$ cat src/rtl/pseg_pkg.sv
package pseg_pkg;
  typedef enum logic [2:0] {
    ST_IDLE,
    ST_RSEG,
    ST_CHECK,
    ST_RPAGE,
    ST_RESP
  } pseg_state_t;

  localparam logic [1:0] FLT_NONE = 2'd0;
  localparam logic [1:0] FLT_LEN  = 2'd1;
  localparam logic [1:0] FLT_PAGE = 2'd2;
endpackage

$ cat src/rtl/pseg_limit_chk.sv
module pseg_limit_chk #(
  parameter int LIM_W = 16
) (
  input  logic [LIM_W-1:0] off,
  input  logic [LIM_W-1:0] max_off,
  output logic             in_range
);
  always_comb in_range = (off <= max_off);
endmodule

$ cat src/rtl/pseg_addr_gen.sv
module pseg_addr_gen #(
  parameter int SEG_W = 18,
  parameter int PG_W  = 6,
  parameter int AW    = 24
) (
  input  logic [AW-1:0]    tbl_base,
  input  logic [SEG_W-1:0] seg,
  input  logic [AW-1:0]    pt_base,
  input  logic [PG_W-1:0]  page,
  output logic [AW-1:0]    desc_addr,
  output logic [AW-1:0]    pte_addr
);
  always_comb begin
    desc_addr = tbl_base + AW'(seg);
    pte_addr  = pt_base + AW'(page);
  end
endmodule

$ cat src/rtl/pseg_ctrl.sv
module pseg_ctrl
  import pseg_pkg::*;
#(
  parameter int PG_W    = 6,
  parameter int OFF_W   = 10,
  parameter int AW      = 24,
  parameter int FRAME_W = 14,
  localparam int LIM_W  = PG_W + OFF_W,
  localparam int DW     = LIM_W + AW,
  localparam int PA_W   = FRAME_W + OFF_W
) (
  input  logic             clk,
  input  logic             rst,
  input  logic             req_valid,
  output logic             req_ready,
  input  logic [LIM_W-1:0] req_off,
  input  logic [AW-1:0]    desc_addr,
  input  logic [AW-1:0]    pte_addr,
  input  logic             in_range,
  output logic [LIM_W-1:0] off_q,
  output logic [LIM_W-1:0] lim_q,
  output logic [AW-1:0]    ptb_q,
  output logic             mem_req,
  output logic [AW-1:0]    mem_addr,
  input  logic             mem_rvalid,
  input  logic [DW-1:0]    mem_rdata,
  output logic             rsp_valid,
  output logic [PA_W-1:0]  rsp_paddr,
  output logic [1:0]       rsp_fault
);
  pseg_state_t st;
  logic        pte_ok;

  always_comb begin
    req_ready = (st == ST_IDLE);
    pte_ok    = mem_rdata[DW-1] && (mem_rdata[DW-2:FRAME_W] == '0);
  end

  always_ff @(posedge clk) begin
    if (rst) begin
      st        <= ST_IDLE;
      mem_req   <= 1'b0;
      mem_addr  <= '0;
      rsp_valid <= 1'b0;
      rsp_paddr <= '0;
      rsp_fault <= FLT_NONE;
      off_q     <= '0;
      lim_q     <= '0;
      ptb_q     <= '0;
    end else begin
      mem_req   <= 1'b0;
      rsp_valid <= 1'b0;
      case (st)
        ST_IDLE: if (req_valid) begin
          off_q    <= req_off;
          mem_req  <= 1'b1;
          mem_addr <= desc_addr;
          st       <= ST_RSEG;
        end
        ST_RSEG: if (mem_rvalid) begin
          lim_q <= mem_rdata[DW-1:AW];
          ptb_q <= mem_rdata[AW-1:0];
          st    <= ST_CHECK;
        end
        ST_CHECK: begin
          if (in_range) begin
            mem_req  <= 1'b1;
            mem_addr <= pte_addr;
            st       <= ST_RPAGE;
          end else begin
            rsp_valid <= 1'b1;
            rsp_fault <= FLT_LEN;
            rsp_paddr <= '0;
            st        <= ST_RESP;
          end
        end
        ST_RPAGE: if (mem_rvalid) begin
          rsp_valid <= 1'b1;
          if (pte_ok) begin
            rsp_fault <= FLT_NONE;
            rsp_paddr <= {mem_rdata[FRAME_W-1:0], off_q[OFF_W-1:0]};
          end else begin
            rsp_fault <= FLT_PAGE;
            rsp_paddr <= '0;
          end
          st <= ST_RESP;
        end
        ST_RESP: st <= ST_IDLE;
        default: st <= ST_IDLE;
      endcase
    end
  end
endmodule

$ cat src/rtl/pseg_xlate.sv
module pseg_xlate #(
  parameter int SEG_W   = 18,
  parameter int PG_W    = 6,
  parameter int OFF_W   = 10,
  parameter int AW      = 24,
  parameter int FRAME_W = 14,
  localparam int LIM_W  = PG_W + OFF_W,
  localparam int DW     = LIM_W + AW,
  localparam int PA_W   = FRAME_W + OFF_W
) (
  input  logic             clk,
  input  logic             rst,
  input  logic [AW-1:0]    tbl_base,
  input  logic             req_valid,
  output logic             req_ready,
  input  logic [SEG_W-1:0] req_seg,
  input  logic [LIM_W-1:0] req_off,
  output logic             mem_req,
  output logic [AW-1:0]    mem_addr,
  input  logic             mem_rvalid,
  input  logic [DW-1:0]    mem_rdata,
  output logic             rsp_valid,
  output logic [PA_W-1:0]  rsp_paddr,
  output logic [1:0]       rsp_fault
);
  logic [AW-1:0]    desc_addr, pte_addr, ptb_q;
  logic [LIM_W-1:0] off_q, lim_q;
  logic             in_range;

  pseg_addr_gen #(.SEG_W(SEG_W), .PG_W(PG_W), .AW(AW)) u_addr (
    .tbl_base (tbl_base),
    .seg      (req_seg),
    .pt_base  (ptb_q),
    .page     (off_q[LIM_W-1:OFF_W]),
    .desc_addr(desc_addr),
    .pte_addr (pte_addr)
  );

  pseg_limit_chk #(.LIM_W(LIM_W)) u_lim (
    .off     (off_q),
    .max_off (lim_q),
    .in_range(in_range)
  );

  pseg_ctrl #(.PG_W(PG_W), .OFF_W(OFF_W), .AW(AW), .FRAME_W(FRAME_W)) u_ctrl (
    .clk       (clk),
    .rst       (rst),
    .req_valid (req_valid),
    .req_ready (req_ready),
    .req_off   (req_off),
    .desc_addr (desc_addr),
    .pte_addr  (pte_addr),
    .in_range  (in_range),
    .off_q     (off_q),
    .lim_q     (lim_q),
    .ptb_q     (ptb_q),
    .mem_req   (mem_req),
    .mem_addr  (mem_addr),
    .mem_rvalid(mem_rvalid),
    .mem_rdata (mem_rdata),
    .rsp_valid (rsp_valid),
    .rsp_paddr (rsp_paddr),
    .rsp_fault (rsp_fault)
  );
endmodule

$ cat config.mk
export PLATFORM = sky130hd
export DESIGN_NAME = pseg_xlate
export DESIGN_NICKNAME = d
export VERILOG_FILES = /design/src/rtl/pseg_pkg.sv /design/src/rtl/pseg_limit_chk.sv /design/src/rtl/pseg_addr_gen.sv /design/src/rtl/pseg_ctrl.sv /design/src/rtl/pseg_xlate.sv
export SDC_FILE = /design/constraint.sdc
export NUM_CORES = 1
export LEC_CHECK = 0
export CORE_UTILIZATION = 65
export DETAILED_ROUTE_END_ITERATION = 7
export DONT_BUFFER_PORTS = 1
export PLACE_DENSITY = 0.91
export SYNTH_ARGS = -nofsm -noshare
export SYNTH_HDL_FRONTEND = slang
export SYNTH_SLANG_ARGS = --single-unit
$ cat constraint.sdc
create_clock -name clk -period 5.1 [get_ports clk]
set_input_delay 0.51 -clock clk [delete_from_list [all_inputs] [get_ports clk]]
set_output_delay 0.51 -clock clk [all_outputs]
set_load 0.05 [all_outputs]
==> impl_metrics.toml <==
[global_routing]
grt_pass1_vias = 5182
track_usage_pct = 31.0
grt_max_degree = 106
grt_overflow = 0
grt_antenna_before_repair = 0
grt_pass1_wl_mm = 24.3

[drt]
vias_per_cell = 6.40
drc = 13
drt-total-wl_mm = 15.0
drt_iter0_markers = 434
routedWlPerCell_um = 17.5
vias = 5514
drt-pass1-iter-count = 8
postRouteAntennaNets = 0

[timing]
rsz0062_at_grt = "no"
period_minus_slack_ps = 3000
slew_headroom_pct = 28.4
slew_viol_final = 0
period_share_pct = 58.7
finalSetupTns_ps = 0
final.setup_skew_ps = 13.8
worst_slew_pin_slew_ps = 1070
setup_viol = 0
fmax_mhz = 334
hold_viol = 0

[layout]
fill_cells = 696
antenna_cells = 0
layout-drive-gt1-share_pct = 3.71
instances_no_fill = 862
nets = 893
area_delta_synth_final_pct = 3.60
fin_area_sq_mm = 0.00623
finish.utilization_pct = 70.4

[worst_setup_path]
worst_ep_arrival_time_ps = 3290
path_cells = "inv_1 > ha_1 > nand4_1 > nor4_1 > a31oi_1 > a21oi_2 > nor2_1 > a311o_1 > o41ai_1"
criticalPathCategory = "reg2reg"
ff2ff_setup_slack_ps = 2100
critPathMaxStageDelay_ps = 880
path_max_fanout = 28
cp-start-kind = "register"
cp_slowest_cell = "a21oi_2"
required_ps = 5400
end_kind = "register"

[cts]
clockBufferDepth = 2
numCtsBuffers = 9
post_cts_buffers = 0
clk-insertion-delay-late_ps = 380
tritoncts = "yes"
htree_levels = 3
clockRootBuffer = "clkbuf_8"
clkSinkCount = 111
clkTransAtPathRegs_ps = 110
postCtsHoldBufs = 0
cts_resized = 0

[run_status]
violations = "design-rule violations"
status = "finished with violations"

[synth]
async_flop_share_pct = 0
synthCells = 775
yosys.cell_types.count = 51
synth-edff-count = 0
synth-main-ff-cell = "dfxtp_1"
synth_warnings = 0
synth.largest_area_cell = "dfxtp_1"
synth_top_cell_area_share_pct = 36.9
netlist_area_sq_mm = 0.00602
syn_nets = 919
ys_seq_area_share_pct = 36.9
syn_avg_cell_area_sq_um = 7.76
synth_area_leaders = "dfxtp_1 (37%), nand2_1 (9.6%), a21oi_1 (9.2%), ha_1 (8.3%), nor2_1 (3.8%)"
ys_ff_latch = 111

[floorplan]
num_io_pins = 155
num_rows = 34
core_area_sq_mm = 0.00885
fp.dieArea_sq_mm = 0.00965
initial_utilization_pct = 68.0
die_y_um = 98.2
die_x_um = 98.2

[placed_design]
dp_hpwl_mm = 11.2
routabilityCongestion = 0.942
portBuffers = 0
dp.cells = 846
dpl_cell_area_sq_mm = 0.00604

[worst_hold_path]
hold_class = "in2reg"

[job]
cap_viol_max_count = 0

[power]
worst_ir_drop_vdd_v = 0.000245
p_leak_nw = 2.34
power_density_mw_per_mm2 = 316
-- through the flow --
stage / setup WS, ps / hold WS (ps) / total power [mW]
after CTS: 2160 / 184 / 1.96
after detailed placement: 2170 / 440 / 1.45
after global placement: 2300 / 438 / 1.43
after floorplan: 2490 / 436 / 1.37
after global routing: 1780 / 174 / 2.05
final: 2100 / 189 / 1.97
-- cells by family after synthesis --
logic type	share of synthesized area, %
simple gates	22.4
compound gates	22.2
flops	36.9
buf+inv	4.03
fa+ha+maj	8.98
xor+xnor	5.39
-- power breakdown --
part / switching, mW / internal [mW]
Combinational: 0.229 / 0.138
Clock: 0.305 / 0.228
Sequential: 0.147 / 0.920
Total: 0.681 / 1.29
-- registers in the layout, indices dropped and copies added (netlist names) --
register / cells
u_ctrl.lim_q: 16
u_ctrl.mem_addr: 24
u_ctrl.mem_req: 1
u_ctrl.off_q: 16
u_ctrl.ptb_q: 24
u_ctrl.rsp_fault: 2
u_ctrl.rsp_paddr: 24
u_ctrl.rsp_valid: 1
u_ctrl.st: 3
-- final cells by class --
class	count	area [sq um]	share of cell area (%)
flip-flops and latches	111	2220	35.6
clock inverters	7	72.6	1.16
inverters	24	90.1	1.45
repair buffers	3	22.5	0.361
multi-input cells	600	3570	57.2
clock buffers	9	124	1.99
well taps	108	135	2.17
-- layer usage --
layer	global-route usage [%]	up-vias	share of wire (%)
met3	8.80	27	10
met4	10.4	0	1.9
met2	52.0	231	48
li1	-	2677	-
met1	38.3	2579	40
met5	0	-	0
-- worst max-delay path, delay by kind of cell, from the launching register on --
family,cells,cell delay [ps]
compound gates,4,1510
fa+ha+maj,1,310
buf+inv,1,40
flops,1,340
simple gates,3,730
-- worst paths after layout --
path | start | end | cells past startpoint
setup reg to reg | u_ctrl.lim_q[15] | u_ctrl.mem_addr[21] | 9
hold / removal | rst | u_ctrl.mem_addr[20] | 1
hold reg to reg | u_ctrl.lim_q[7] | u_ctrl.lim_q[7] | 2
setup / recovery | u_ctrl.lim_q[15] | u_ctrl.mem_addr[21] | 9
-- cell usage in the layout (no fill, tap or decap), types with 7 or more instances in the layout --
cell type  synthesis  layout
nand2_1          154     154
dfxtp_1          111     111
a21oi_1          111     109
nor2_1            61      60
ha_1              40      40
o21ai_0           28      28
inv_1             24      24
xor2_1            21      21
a22oi_1           21      21
xnor2_1           16      16
nand4_1           14      14
a21o_1            13      13
nand3_1           12      12
nor4_1            12      12
a211oi_1           9       9
clkbuf_8           0       9
a31oi_1            8       8
nor2b_1            8       8
nor3_1             8       7
-- synthesized netlist by cell type (3+ instances only) --
library cell	instances
nor3_1	8
o211ai_1	5
and2_1	4
a211oi_1	9
o21ai_0	28
a22oi_1	21
clkbuf_1	38
dfxtp_1	111
or3_1	5
nand3_1	12
nand4_1	14
nor2_1	61
a21o_1	13
xor2_1	21
ha_1	40
a31oi_1	8
nand2b_1	3
nor2b_1	8
nor4_1	12
o21a_1	6
a311oi_1	3
nand2_1	154
xnor2_1	16
inv_1	24
a21oi_1	111
and3_1	5
Power figures use the tool's default switching activity.
